<file path="config.mk">
export PLATFORM = sky130hd
export DESIGN_NAME = tick_irq_flags
export DESIGN_NICKNAME = d
export VERILOG_FILES = /design/src/rtl/tick_flag_pkg.sv /design/src/rtl/tick_fall_detect.sv /design/src/rtl/flag_cmd_build.sv /design/src/rtl/flag_store.sv /design/src/rtl/tick_irq_flags.sv
export SDC_FILE = /design/constraint.sdc
export NUM_CORES = 1
export LEC_CHECK = 0
export CAP_MARGIN = 20
export CORE_AREA = 2 2 39 41
export CTS_CLUSTER_SIZE = 10
export DETAILED_ROUTE_END_ITERATION = 8
export DIE_AREA = 0 0 41 43
export PLACE_DENSITY = 0.72
export SYNTH_ARGS = -nofsm -noshare
export SYNTH_HDL_FRONTEND = slang
export SYNTH_SLANG_ARGS = --single-unit
export TNS_END_PERCENT = 50
</file>
<file path="constraint.sdc">
create_clock -name clk -period 2 [get_ports clk]
set_input_delay 0.2 -clock clk [delete_from_list [all_inputs] [get_ports clk]]
set_output_delay 0.2 -clock clk [all_outputs]
set_load 0.005 [all_outputs]
</file>
<file path="src/rtl/tick_flag_pkg.sv">
package tick_flag_pkg;

    // Number of divided tick inputs watched by the block.
    localparam int NUM_TICKS = 4;
    // Width of the software register port.
    localparam int REG_W     = 8;
    // Reserved bits above the flag field.
    localparam int PAD_W     = REG_W - NUM_TICKS;

    // Flag bit positions; software depends on this mapping.
    localparam int IDX_HZ1  = 0;
    localparam int IDX_HZ2  = 1;
    localparam int IDX_HZ8  = 2;
    localparam int IDX_HZ32 = 3;

    typedef logic [NUM_TICKS-1:0] tick_vec_t;
    typedef logic [REG_W-1:0]     reg_word_t;

    // Per-cycle request to the flag storage.
    typedef struct packed {
        tick_vec_t set;
        tick_vec_t clr;
    } flag_cmd_t;

    // A set request beats a clear request on the same bit.
    function automatic tick_vec_t resolve_flags(tick_vec_t cur, flag_cmd_t cmd);
        return (cur & ~cmd.clr) | cmd.set;
    endfunction

    // Place flags in the low bits of a register word; reserved bits are zero.
    function automatic reg_word_t pack_read(tick_vec_t flags);
        return {{PAD_W{1'b0}}, flags};
    endfunction

endpackage

</file>
<file path="src/rtl/tick_fall_detect.sv">
module tick_fall_detect
    import tick_flag_pkg::*;
(
    input  logic      clk,
    input  logic      rst,
    input  tick_vec_t tick_in,
    output tick_vec_t fall_o
);

    tick_vec_t tick_q;

    for (genvar g = 0; g < NUM_TICKS; g++) begin : g_stage
        always_ff @(posedge clk) begin
            if (rst) tick_q[g] <= 1'b0;
            else     tick_q[g] <= tick_in[g];
        end
        assign fall_o[g] = tick_q[g] & ~tick_in[g];
    end

    // A detected fall must follow a cycle in which the tick was seen high.
    assert_fall_needs_high_R4: assert property (@(posedge clk) disable iff (rst)
        (fall_o != '0) |-> ((fall_o & ~$past(tick_in)) == '0));

endmodule

</file>
<file path="src/rtl/flag_cmd_build.sv">
module flag_cmd_build
    import tick_flag_pkg::*;
(
    input  tick_vec_t fall_i,
    input  tick_vec_t enable_i,
    input  logic      wr_en,
    input  reg_word_t wr_data,
    output flag_cmd_t cmd_o
);

    always_comb begin
        cmd_o.set = fall_i & enable_i;
        cmd_o.clr = wr_en ? wr_data[NUM_TICKS-1:0] : '0;
    end

endmodule

</file>
<file path="src/rtl/flag_store.sv">
module flag_store
    import tick_flag_pkg::*;
(
    input  logic      clk,
    input  logic      rst,
    input  flag_cmd_t cmd_i,
    output tick_vec_t flags_o,
    output logic      irq_o
);

    tick_vec_t flags_next;

    always_comb flags_next = resolve_flags(flags_o, cmd_i);

    always_ff @(posedge clk) begin
        if (rst) begin
            flags_o <= '0;
            irq_o   <= 1'b0;
        end else begin
            flags_o <= flags_next;
            irq_o   <= |flags_next;
        end
    end

    // Every requested set shows up one edge later, even under a clear.
    assert_set_lands_R2: assert property (@(posedge clk) disable iff (rst)
        (cmd_i.set != '0) |=> ((flags_o & $past(cmd_i.set)) == $past(cmd_i.set)));

    // A clear without a competing set removes the flag.
    assert_clear_lands_R5: assert property (@(posedge clk) disable iff (rst)
        ((cmd_i.clr & ~cmd_i.set) != '0) |=> ((flags_o & $past(cmd_i.clr & ~cmd_i.set)) == '0));

    // No flag rises without a set request.
    assert_no_stray_set_R3: assert property (@(posedge clk) disable iff (rst)
        1'b1 |=> ((flags_o & ~$past(flags_o) & ~$past(cmd_i.set)) == '0));

    // Flags without a clear request never fall.
    assert_hold_without_clear_R9: assert property (@(posedge clk) disable iff (rst)
        1'b1 |=> ((~flags_o & $past(flags_o) & ~$past(cmd_i.clr)) == '0));

endmodule

</file>
<file path="src/rtl/tick_irq_flags.sv">
module tick_irq_flags
    import tick_flag_pkg::*;
(
    input  logic                 clk,
    input  logic                 rst,
    input  logic                 wr_en,
    input  logic [REG_W-1:0]     wr_data,
    output logic [REG_W-1:0]     rd_data,
    input  logic [NUM_TICKS-1:0] tick_enable,
    input  logic [NUM_TICKS-1:0] tick_in,
    output logic                 irq_req
);

    tick_vec_t fall;
    tick_vec_t flags;
    flag_cmd_t cmd;

    tick_fall_detect u_fall (
        .clk     (clk),
        .rst     (rst),
        .tick_in (tick_in),
        .fall_o  (fall)
    );

    flag_cmd_build u_cmd (
        .fall_i   (fall),
        .enable_i (tick_enable),
        .wr_en    (wr_en),
        .wr_data  (wr_data),
        .cmd_o    (cmd)
    );

    flag_store u_store (
        .clk     (clk),
        .rst     (rst),
        .cmd_i   (cmd),
        .flags_o (flags),
        .irq_o   (irq_req)
    );

    assign rd_data = pack_read(flags);

    // Level request tracks the readable flag field on every cycle.
    assert_irq_level_R7: assert property (@(posedge clk) disable iff (rst)
        irq_req == (rd_data != '0));

    // A masked fall never raises the request from idle.
    assert_masked_quiet_R10: assert property (@(posedge clk) disable iff (rst)
        (!irq_req && !wr_en && ((fall & tick_enable) == '0)) |=> !irq_req);

endmodule

</file>
* Word level (Yosys, flattened, before mapping)
Cells that the tools add are included.
** Storage, ports and cells
- Register bits after elaboration :: 9
- Logic and storage cells :: 20
- Bits of input ports :: 19
** Operators by class
- Mux-type cells :: 1
- Bitwise logic cells :: 12
- Reduce and logical (&&, ||, !) cells :: 1
** Operator list (count)
- 4-bit AND :: 2
- 1-bit AND :: 4
- 4-bit two-way mux :: 1
- 1-bit NOT :: 4
- 4-bit NOT :: 1
- 4-bit bitwise OR :: 1
- 4-bit OR reduction :: 1

* Logic depth before layout (Yosys ltp)
Gate-level depths: netlist of run 1.
- Depth after elaboration :: 5
- Gate-level depth with buffers :: 3
- Gate-level depth less buffers :: 3

* Hierarchy
Synthesis of run 1 repeated with hierarchy kept, for this count alone.
** Unflattened totals
- Cell total of the unflattened synthesis :: 43
- Area total of the unflattened synthesis :: 395.4 um^2
** By module, submodules not included
- flag_store :: times used 1, cells each 18, area each 181.4 um^2
- tick_fall_detect :: times used 1, cells each 12, area each 130.1 um^2
- flag_cmd_build :: times used 1, cells each 8, area each 50.0 um^2
- tick_irq_flags :: times used 1, cells each 5, area each 33.8 um^2

* Worst setup path before layout of run 1
Ideal clock, no wire load.
- Path type :: reg-to-reg
- From :: register u_fall.tick_q[0]
- To :: register u_store.irq_o
- Arrival time :: 598 ps
- Clock period less this slack :: 730 ps
- Cell stages (with the launch flop) :: 4
- Slack :: 1270 ps
- Library setup time :: 132 ps
- Path through :: dfxtp_1 > nand2_1 > a2bb2oi_2 > a41oi_2
** Between the ends
- Word-level cells in the longest chain between the ends :: 4
** Ends and longest elaborated chain
- from (decl) :: line tick_fall_detect.sv:10 : tick_vec_t tick_q;
- from (signal, indexed assignment) :: line tick_fall_detect.sv:15 : else tick_q[g] <= tick_in[g];
- 1-bit AND :: line tick_fall_detect.sv:17 : assign fall_o[g] = tick_q[g] & ~tick_in[g];
- 4-bit AND :: line flag_cmd_build.sv:12 : cmd_o.set = fall_i & enable_i;
- 4-bit bitwise OR :: line tick_flag_pkg.sv:27 : return (cur & ~cmd.clr) | cmd.set;
- 4-bit OR reduction :: line flag_store.sv:21 : irq_o <= |flags_next;
- to (signal assigned) :: line flag_store.sv:21
- to (decl) :: line flag_store.sv:8 : output logic irq_o
Every way passes these cells.
A chain may end at the register's enable or synchronous reset.

* Worst setup path after layout of run 1
- From :: register u_store.flags_o[3]
- To :: output port rd_data[3]
** RTL lines
- from (decl) :: line flag_store.sv:7 : output tick_vec_t flags_o,
- from (signal assigned) :: line flag_store.sv:20 : flags_o <= flags_next;
- to (decl) :: line tick_irq_flags.sv:8 : output logic [REG_W-1:0] rd_data,
No word-level cell between the ends.

==> impl_metrics.py, run 1 <==
metrics = {
    "run_status": {
        "outcome": "finished clean",
    },
    "clocking": {
        "hold_buffers": 0,
        "post-cts-setup-buffers": 0,
        "clk_path_buf_depth": 2,
        "htree_levels": 1,
        "numCtsBuffers": 3,
        "path_clk_slew_ns": 0.06,
        "cts_tree": "built",
        "insertion_delay_ns": 0.26,
        "cts_resized": 0,
        "cts.sinks": 9,
        "cts-root-buf": "clkbuf_4",
    },
    "critical_path": {
        "crit_arrival_ns": 1.11,
        "cp-start-kind": "flip-flop",
        "worstPathMaxFanout": 2,
        "rr_worst_depth": 3,
        "critPathCaptureType": "output port",
        "cp_slowest_cell": "clkdlybuf4s50_1",
        "worstPathCellList": "clkdlybuf4s50_1",
        "critPathKind": "flip-flop to output port",
        "cp_num_buf_inv": 1,
        "r2r_slack_ns": 1.19,
        "crit_family": "buffers and inverters",
        "path_depth": 1,
        "worstPathRequired_ns": 1.80,
        "cpPeakStageDelay_ns": 0.51,
    },
    "pwr": {
        "p_per_area_mw_per_mm2": 681,
        "vdd_drop_max_mv": 0.315,
        "power_leakage_nw": 0.223,
    },
    "floorplan": {
        "ios": 28,
        "die_w_um": 41,
        "die_area_mm2": 0.00176,
        "fp.dieH_um": 43,
        "initial_core_util_pct": 26.4,
        "core-area_mm2": 0.00138,
        "rows": 14,
    },
    "synth": {
        "ys_seq_area_share_pct": 49.3,
        "synth_area_um2": 365,
        "synth.avg_cell_area_um2": 10.1,
        "syn_inst": 36,
        "post_synth_fa_ha_maj_area_fraction_pct": 0,
        "ys_seq_elements": 9,
        "yosysWarnings": 0,
        "synthMuxAreaShare_pct": 0,
        "synthXorXnorAreaFrac_pct": 0,
        "yosys.area_share.simple_pct": 19.2,
        "synth_compound_area_share_pct": 20.9,
        "synth.distinct_cells": 9,
        "synth_top_family_by_area": "compound AO/OA/AOI/OAI gates",
    },
    "detailed_routing": {
        "vias": 302,
        "wl_per_cell_um": 9.99,
        "postRouteAntennaNets": 0,
        "drcViolationCount": 0,
        "drt-pass1-iter-count": 1,
        "avgViaCountPerCell": 4.14,
        "first_iter_violations": 0,
        "drt-total-wl_um": 729,
    },
    "global_route": {
        "overflow": 0,
        "antenna_found_initial": 0,
        "grt_max_degree": 10,
        "grt_pass1_vias": 247,
        "grt_pass1_wl_um": 1040,
        "track_usage_pct": 9.76,
    },
    "finish": {
        "drive_gt1_share_pct": 14.0,
        "n_fill_cell": 139,
        "syn_to_final_growth_pct": 58.2,
        "layout.nets": 77,
        "num_antenna_cells": 0,
    },
    "flow_run": {
        "maxCapViolations": 0,
    },
    "sta": {
        "clock.fmax_mhz": 761,
        "min_period_ns": 1.31,
        "worst_slack_ns": 0.686,
        "finalCritPeriodShare_pct": 65.7,
        "finalSetupTns_ns": 0,
        "clock_skew_ns": 0.000587,
        "final_hold_viol_count": 0,
        "rsz0062_at_grt": "no",
        "drv_slew": 0,
        "setup_violations": 0,
    },
    "place": {
        "dp_hpwl_um": 561,
        "place_ws_ns": 0.701,
        "numPortBuffers": 19,
        "gp_congestion": 0.626,
    },
    "hold_path": {
        "hp-class": "flip-flop to flip-flop",
        "holdPathStages": 2,
    },
}
[cell usage in the layout (no fill, tap or decap), drive strengths merged]
cell	n
clkdlybuf4s50	19
clkbuf	4
a2bb2oi	4
dfxtp	9
a41oi	1
conb	4
nor2b	4
nand2	8
nor2	4
[registers in the layout, indices dropped and copies added, names as in the netlist]
name and count:
u_store.irq_o 1, u_store.flags_o 4, u_fall.tick_q 4
[logic make-up (layout without fill, tap and decap cells)]
family                 Yosys count  count (layout)
buffers and inverters            5              23
and+or+nand+nor                 16              16
AOI/OAI and AO/OA                5               5
other                            1               4
DFF                              9               9
[report_power, final]
| group | total [mW] | leakage, nW | internal, mW | switching [mW] |
|---|---|---|---|---|
| sequential | 0.191 | 0.0741 | 0.188 | 0.00315 |
| combinational | 0.0625 | 0.134 | 0.0426 | 0.0199 |
| clock | 0.140 | 0.0150 | 0.0769 | 0.0635 |
| total | 0.394 | 0.223 | 0.307 | 0.0865 |
[synth_stat cells]
master     count  area (um^2)
a2bb2oi_2      4         60.1
a41oi_2        1         16.3
buf_4          4         30.0
clkbuf_2       1         5.00
conb_1         1         3.75
dfxtp_1        9          180
nand2_1        8         30.0
nor2_1         4         15.0
nor2b_1        4         25.0
[stage by stage]
stage / hold slack [ns] / utilization [%] / instance area (um^2) / total power [mW] / std cells
floorplan: 0.328 / - / 377 / 0.223 / 39
detailed placement: 0.512 / 39.9 / 552 / 0.258 / 69
global route: 0.545 / 41.8 / 578 / 0.421 / 73
global placement: 0.499 / 39.9 / 552 / 0.257 / 69
CTS: 0.532 / 41.8 / 578 / 0.401 / 73
finish: 0.520 / 41.8 / 578 / 0.394 / 73
[metal layers]
metal | vias to the layer above | wire length, um | track usage, %
met5 | - | 0 | 0
met4 | 0 | 0 | 6.00
met3 | 0 | 105 | 7.85
met2 | 20 | 353 | 12.2
met1 | 131 | 270 | 11.0
li1 | 151 | - | -
[layout make-up]
class | instances | area (um^2) | area share (%)
Clock buffer | 4 | 26.3 | 4.55
Sequential cell | 9 | 180 | 31.2
Timing Repair Buffer | 19 | 190 | 32.9
Tap cell | 16 | 20.0 | 3.46
Multi-Input combinational cell | 25 | 161 | 27.9
[path summary, 6_finish.rpt]
check	start	to
max	u_store.flags_o[3]	rd_data[3]
min	u_store.flags_o[1]	u_store.flags_o[1]
max reg2reg	u_fall.tick_q[2]	u_store.irq_o
min reg2reg	u_store.flags_o[1]	u_store.flags_o[1]
Power figures use the tool's default switching activity.
==> run 2: changes to the inputs <==
- CORE_AREA: 2 2 39 41 -> default
- CORE_MARGIN: default -> 2
- CORE_UTILIZATION: default -> 28
- DIE_AREA: 0 0 41 43 -> default
- PLACE_DENSITY: 0.72 -> 0.76
- clock period: 2 -> 1.1 ns (I/O delays scaled with it)
==> impl_metrics.py, run 2 (synthesized netlist as in run 1, its figures left out) <==
metrics = {
    "hold_path": {
        "hp-class": "input pin to flip-flop",
        "holdPathStages": 2,
        "holdCritStartpoint": "tick_in[2]",
        "worst_hold_path.endpoint": "u_fall.tick_q[2]",
    },
    "sta": {
        "min_period_ns": 0.941,
        "final_hold_viol_count": 0,
        "setup_violations": 0,
        "clock_skew_ns": 0.00126,
        "finalCritPeriodShare_pct": 85.5,
        "worst_slack_ns": 0.159,
        "hold_slack_ns": 0.467,
        "clock.fmax_mhz": 1060,
        "rsz0062_at_grt": "no",
        "drv_slew": 0,
    },
    "detailed_routing": {
        "drt-total-wl_um": 692,
        "drt-pass1-iter-count": 1,
        "drcViolationCount": 0,
        "vias": 298,
        "first_iter_violations": 0,
        "wl_per_cell_um": 9.61,
        "postRouteAntennaNets": 0,
        "avgViaCountPerCell": 4.14,
    },
    "critical_path": {
        "r2r_end": "u_store.irq_o",
        "r2r_start": "u_fall.tick_q[0]",
        "crit_arrival_ns": 0.83,
        "worstPathMaxFanout": 2,
        "critPathKind": "flip-flop to output port",
        "cp-start-kind": "flip-flop",
        "cpPeakStageDelay_ns": 0.34,
        "cp_slowest_cell": "dfxtp_1",
        "worstPathCellList": "dlygate4sd2_1",
        "path_depth": 1,
        "r2r_slack_ns": 0.33,
        "critPathCaptureType": "output port",
        "crit_path_start": "u_store.flags_o[1]",
        "worstPathRequired_ns": 0.99,
        "crit_family": "flip-flops",
        "rr_worst_depth": 3,
        "cp_num_buf_inv": 1,
    },
    "clocking": {
        "cts_tree": "built",
        "insertion_delay_ns": 0.25,
        "cts-root-buf": "clkbuf_4",
        "cts.sinks": 9,
        "post-cts-setup-buffers": 0,
        "clk_path_buf_depth": 2,
        "path_clk_slew_ns": 0.06,
        "hold_buffers": 0,
        "numCtsBuffers": 3,
        "htree_levels": 1,
    },
    "global_route": {
        "grt_pass1_vias": 303,
        "overflow": 0,
        "grt_pass1_wl_um": 1050,
        "antenna_found_initial": 0,
        "track_usage_pct": 10.5,
        "grt_max_degree": 10,
    },
    "floorplan": {
        "ios": 28,
        "die_w_um": 40.1,
        "initial_core_util_pct": 29.2,
        "die_area_mm2": 0.00161,
        "core-area_mm2": 0.00125,
        "fp.dieH_um": 40.1,
        "rows": 13,
    },
    "place": {
        "gp_congestion": 0.663,
        "place_ws_ns": -0.0942,
        "numPortBuffers": 19,
        "dp_hpwl_um": 543,
    },
    "pwr": {
        "vdd_drop_max_mv": 0.512,
        "p_per_area_mw_per_mm2": 1230,
        "power_leakage_nw": 0.246,
    },
    "finish": {
        "layout.nets": 77,
        "layout_common_cells": "clkdlybuf4s50_1, nand2_1, dfxtp_1, dlygate4sd2_1",
        "drive_gt1_share_pct": 19.3,
        "reg_top3": "u_fall.tick_q: 4 flops, u_store.flags_o: 4 flops, u_store.irq_o: 1 flops",
        "final_common_cell": "clkdlybuf4s50_1",
        "num_antenna_cells": 0,
        "n_fill_cell": 130,
        "syn_to_final_growth_pct": 57.2,
    },
    "run_status": {
        "outcome": "finished clean",
    },
    "flow_run": {
        "maxCapViolations": 0,
    },
}
[run 2: cell count changes in the layout (fill, tap and decap cells not counted)]
cell / previous run / this run
dlygate4sd2_1: 0 / 5
clkdlybuf4s50_1: 19 / 14
dfxtp_1: 9 / 6
dfxtp_2: 0 / 3
[run 2: routing by layer]
metal	up-vias	global-route usage (%)	wire length (um)
li1	151	-	-
met1	129	9.49	282
met2	16	17.3	320
met3	2	4.44	79
met4	0	10.3	9
met5	-	0	0
[run 2: power breakdown]
group	switching, mW	internal, mW	leakage [nW]
Clock	0.112	0.140	0.0150
Combinational	0.0355	0.0725	0.155
Sequential	0.00500	0.342	0.0755
[run 2: how the worst max path moves through the flow]
stage / slack, ns / end
2_1_floorplan: 0.37 / u_store.irq_o
3_3_place_gp: -0.1 / u_store.irq_o
3_5_place_dp: -0.09 / u_store.irq_o
4_1_cts: 0.13 / rd_data[1]
5_1_grt: 0.10 / rd_data[1]
6_report: 0.16 / rd_data[1]
[run 2: timing repair]
| action | 4_1_cts | 5_1_grt |
|---|---|---|
| endpoints found under the hold margin | 0 | 0 |
| gates resized for setup | 8 | 0 |
| setup endpoints to repair | 5 | 0 |
[run 2: final cells by class]
cell class                 instances  area [um^2]  share of cell area [%]
clock buffer                       4         26.3                    4.58
tap                               15         18.8                    3.27
sequential                         9          184                    32.0
timing repair buffer              19          184                    32.0
multi-input combinational         25          161                    28.1
[run 2: metrics by stage]
step	instances	utilization (%)	area [um^2]	power [mW]	setup TNS [ns]
after CTS	72	45.9	574	0.727	0
after detailed placement	68	44.0	551	0.469	-0.144
after floorplan	39	-	377	0.406	0
final	72	45.9	574	0.706	0
after global routing	72	45.9	574	0.747	0
after global placement	68	44.0	551	0.467	-0.123
==> run 3: changes to the inputs <==
- clock period: 1.1 -> 0.81 ns (I/O delays scaled with it)
==> impl_metrics.py, run 3 (synthesized netlist as in run 1, its figures left out) <==
metrics = {
    "floorplan": {
        "fp.dieH_um": 40.1,
        "die_area_mm2": 0.00161,
        "die_w_um": 40.1,
        "ios": 28,
        "rows": 13,
        "initial_core_util_pct": 29.2,
        "core-area_mm2": 0.00125,
    },
    "flow_run": {
        "maxCapViolations": 0,
    },
    "critical_path": {
        "worstPathMaxFanout": 2,
        "cp_num_buf_inv": 1,
        "rr_worst_depth": 3,
        "crit_family": "flip-flops",
        "cp-start-kind": "flip-flop",
        "crit_arrival_ns": 0.95,
        "r2r_slack_ns": -0.004,
        "worstPathRequired_ns": 0.95,
        "cpPeakStageDelay_ns": 0.31,
        "r2r_end": "u_store.irq_o",
        "cp_slowest_cell": "dfxtp_2",
        "worstPathCellList": "buf_4, a2bb2oi_4, a41oi_2",
        "critPathCaptureType": "flip-flop",
        "r2r_start": "u_store.flags_o[1]",
        "critPathKind": "flip-flop to flip-flop",
    },
    "sta": {
        "rsz0062_at_grt": "yes",
        "setup_violations": 1,
        "min_period_ns": 0.814,
        "clock.fmax_mhz": 1230,
        "final_hold_viol_count": 0,
        "clock_skew_ns": 0.00429,
        "drv_slew": 0,
        "worst_slack_ns": -0.00416,
        "finalCritPeriodShare_pct": 101,
        "hold_slack_ns": 0.385,
        "finalSetupTns_ns": -0.00416,
    },
    "clocking": {
        "cts-root-buf": "clkbuf_4",
        "path_clk_slew_ns": 0.06,
        "clk_path_buf_depth": 2,
        "cts.sinks": 9,
        "numCtsBuffers": 3,
        "htree_levels": 1,
        "cts_tree": "built",
        "insertion_delay_ns": 0.26,
    },
    "pwr": {
        "p_per_area_mw_per_mm2": 1590,
        "power_leakage_nw": 0.272,
        "total_power_mw": 1.01,
        "vdd_drop_max_mv": 1.12,
    },
    "hold_path": {
        "holdPathStages": 4,
        "hp-class": "input pin to flip-flop",
        "holdCritStartpoint": "wr_en",
        "worst_hold_path.endpoint": "u_store.flags_o[2]",
    },
    "finish": {
        "final_util_pct": 50.7,
        "layout.nets": 81,
        "stdcell_count": 76,
        "drive_gt1_share_pct": 36.1,
        "layout_common_cells": "clkdlybuf4s50_1, nand2_1, buf_2, dfxtp_2",
        "num_antenna_cells": 0,
        "design_area_um2": 636,
        "syn_to_final_growth_pct": 74.0,
        "final_common_cell": "clkdlybuf4s50_1",
        "reg_top3": "u_fall.tick_q: 4 flops, u_store.flags_o: 4 flops, u_store.irq_o: 1 flops",
    },
    "detailed_routing": {
        "drcViolationCount": 0,
        "vias": 327,
        "postRouteAntennaNets": 0,
        "drt-total-wl_um": 869,
        "first_iter_violations": 2,
        "drt-pass1-iter-count": 2,
        "wl_per_cell_um": 11.4,
        "avgViaCountPerCell": 4.30,
    },
    "global_route": {
        "overflow": 0,
        "grt_pass1_wl_um": 1250,
        "track_usage_pct": 12.4,
        "grt_max_degree": 10,
        "grt_pass1_vias": 324,
        "antenna_found_initial": 0,
    },
    "place": {
        "place_area_um2": 566,
        "post-place-cells": 70,
        "place_ws_ns": -0.344,
        "gp_congestion": 0.696,
        "numPortBuffers": 19,
    },
    "run_status": {
        "violations": "negative setup slack",
        "outcome": "finished, violations left",
    },
}
[run 3: power breakdown]
| part | leakage, nW | internal (mW) | switching [mW] | total (mW) |
|---|---|---|---|---|
| logic | 0.181 | 0.118 | 0.0660 | 0.184 |
| registers | 0.0763 | 0.465 | 0.00690 | 0.472 |
| clock network | 0.0150 | 0.190 | 0.165 | 0.355 |
| total | 0.272 | 0.774 | 0.238 | 1.01 |
[run 3: cell type report]
type                       instances  area (um^2)
timing repair buffer              23          198
multi-input combinational         25          206
sequential                         9          186
tap                               15         18.8
fill                             128          617
clock buffer                       4         26.3
[run 3: what timing repair did]
| item | 4_1_cts | 5_1_grt |
|---|---|---|
| pin swaps | 0 | 2 |
| setup endpoints to repair | 6 | 3 |
| hold buffers | 0 | 0 |
| gates resized for setup | 26 | 5 |
| buffers inserted | 2 | 0 |
| gates cloned | 0 | 0 |
| hold endpoints to repair | 0 | 0 |
[run 3: tightest hold or removal path: stages]
cell and delay, ns:
dlygate4sd2_1 0.27, nand2_1 0.11, a2bb2oi_4 0.07, nor2_1 0.08
[run 3: routing by layer]
metal	routed length, um	up-vias	GRT usage, %
li1	-	160	-
met1	375	147	14.9
met2	427	18	18.1
met3	58	2	5.00
met4	7	0	7.76
met5	0	-	0
[run 3: worst max-delay path by stage]
stage                                   from            end  cells after the start  slack (ns)
after floorplan             u_fall.tick_q[0]  u_store.irq_o                      3        0.08
after global placement                 wr_en  u_store.irq_o                      4       -0.32
after detailed placement               wr_en  u_store.irq_o                      4       -0.34
after CTS                 u_store.flags_o[0]  u_store.irq_o                      3       -0.04
after global routing      u_store.flags_o[0]  u_store.irq_o                      3       -0.04
final                     u_store.flags_o[1]  u_store.irq_o                      3      -0.004
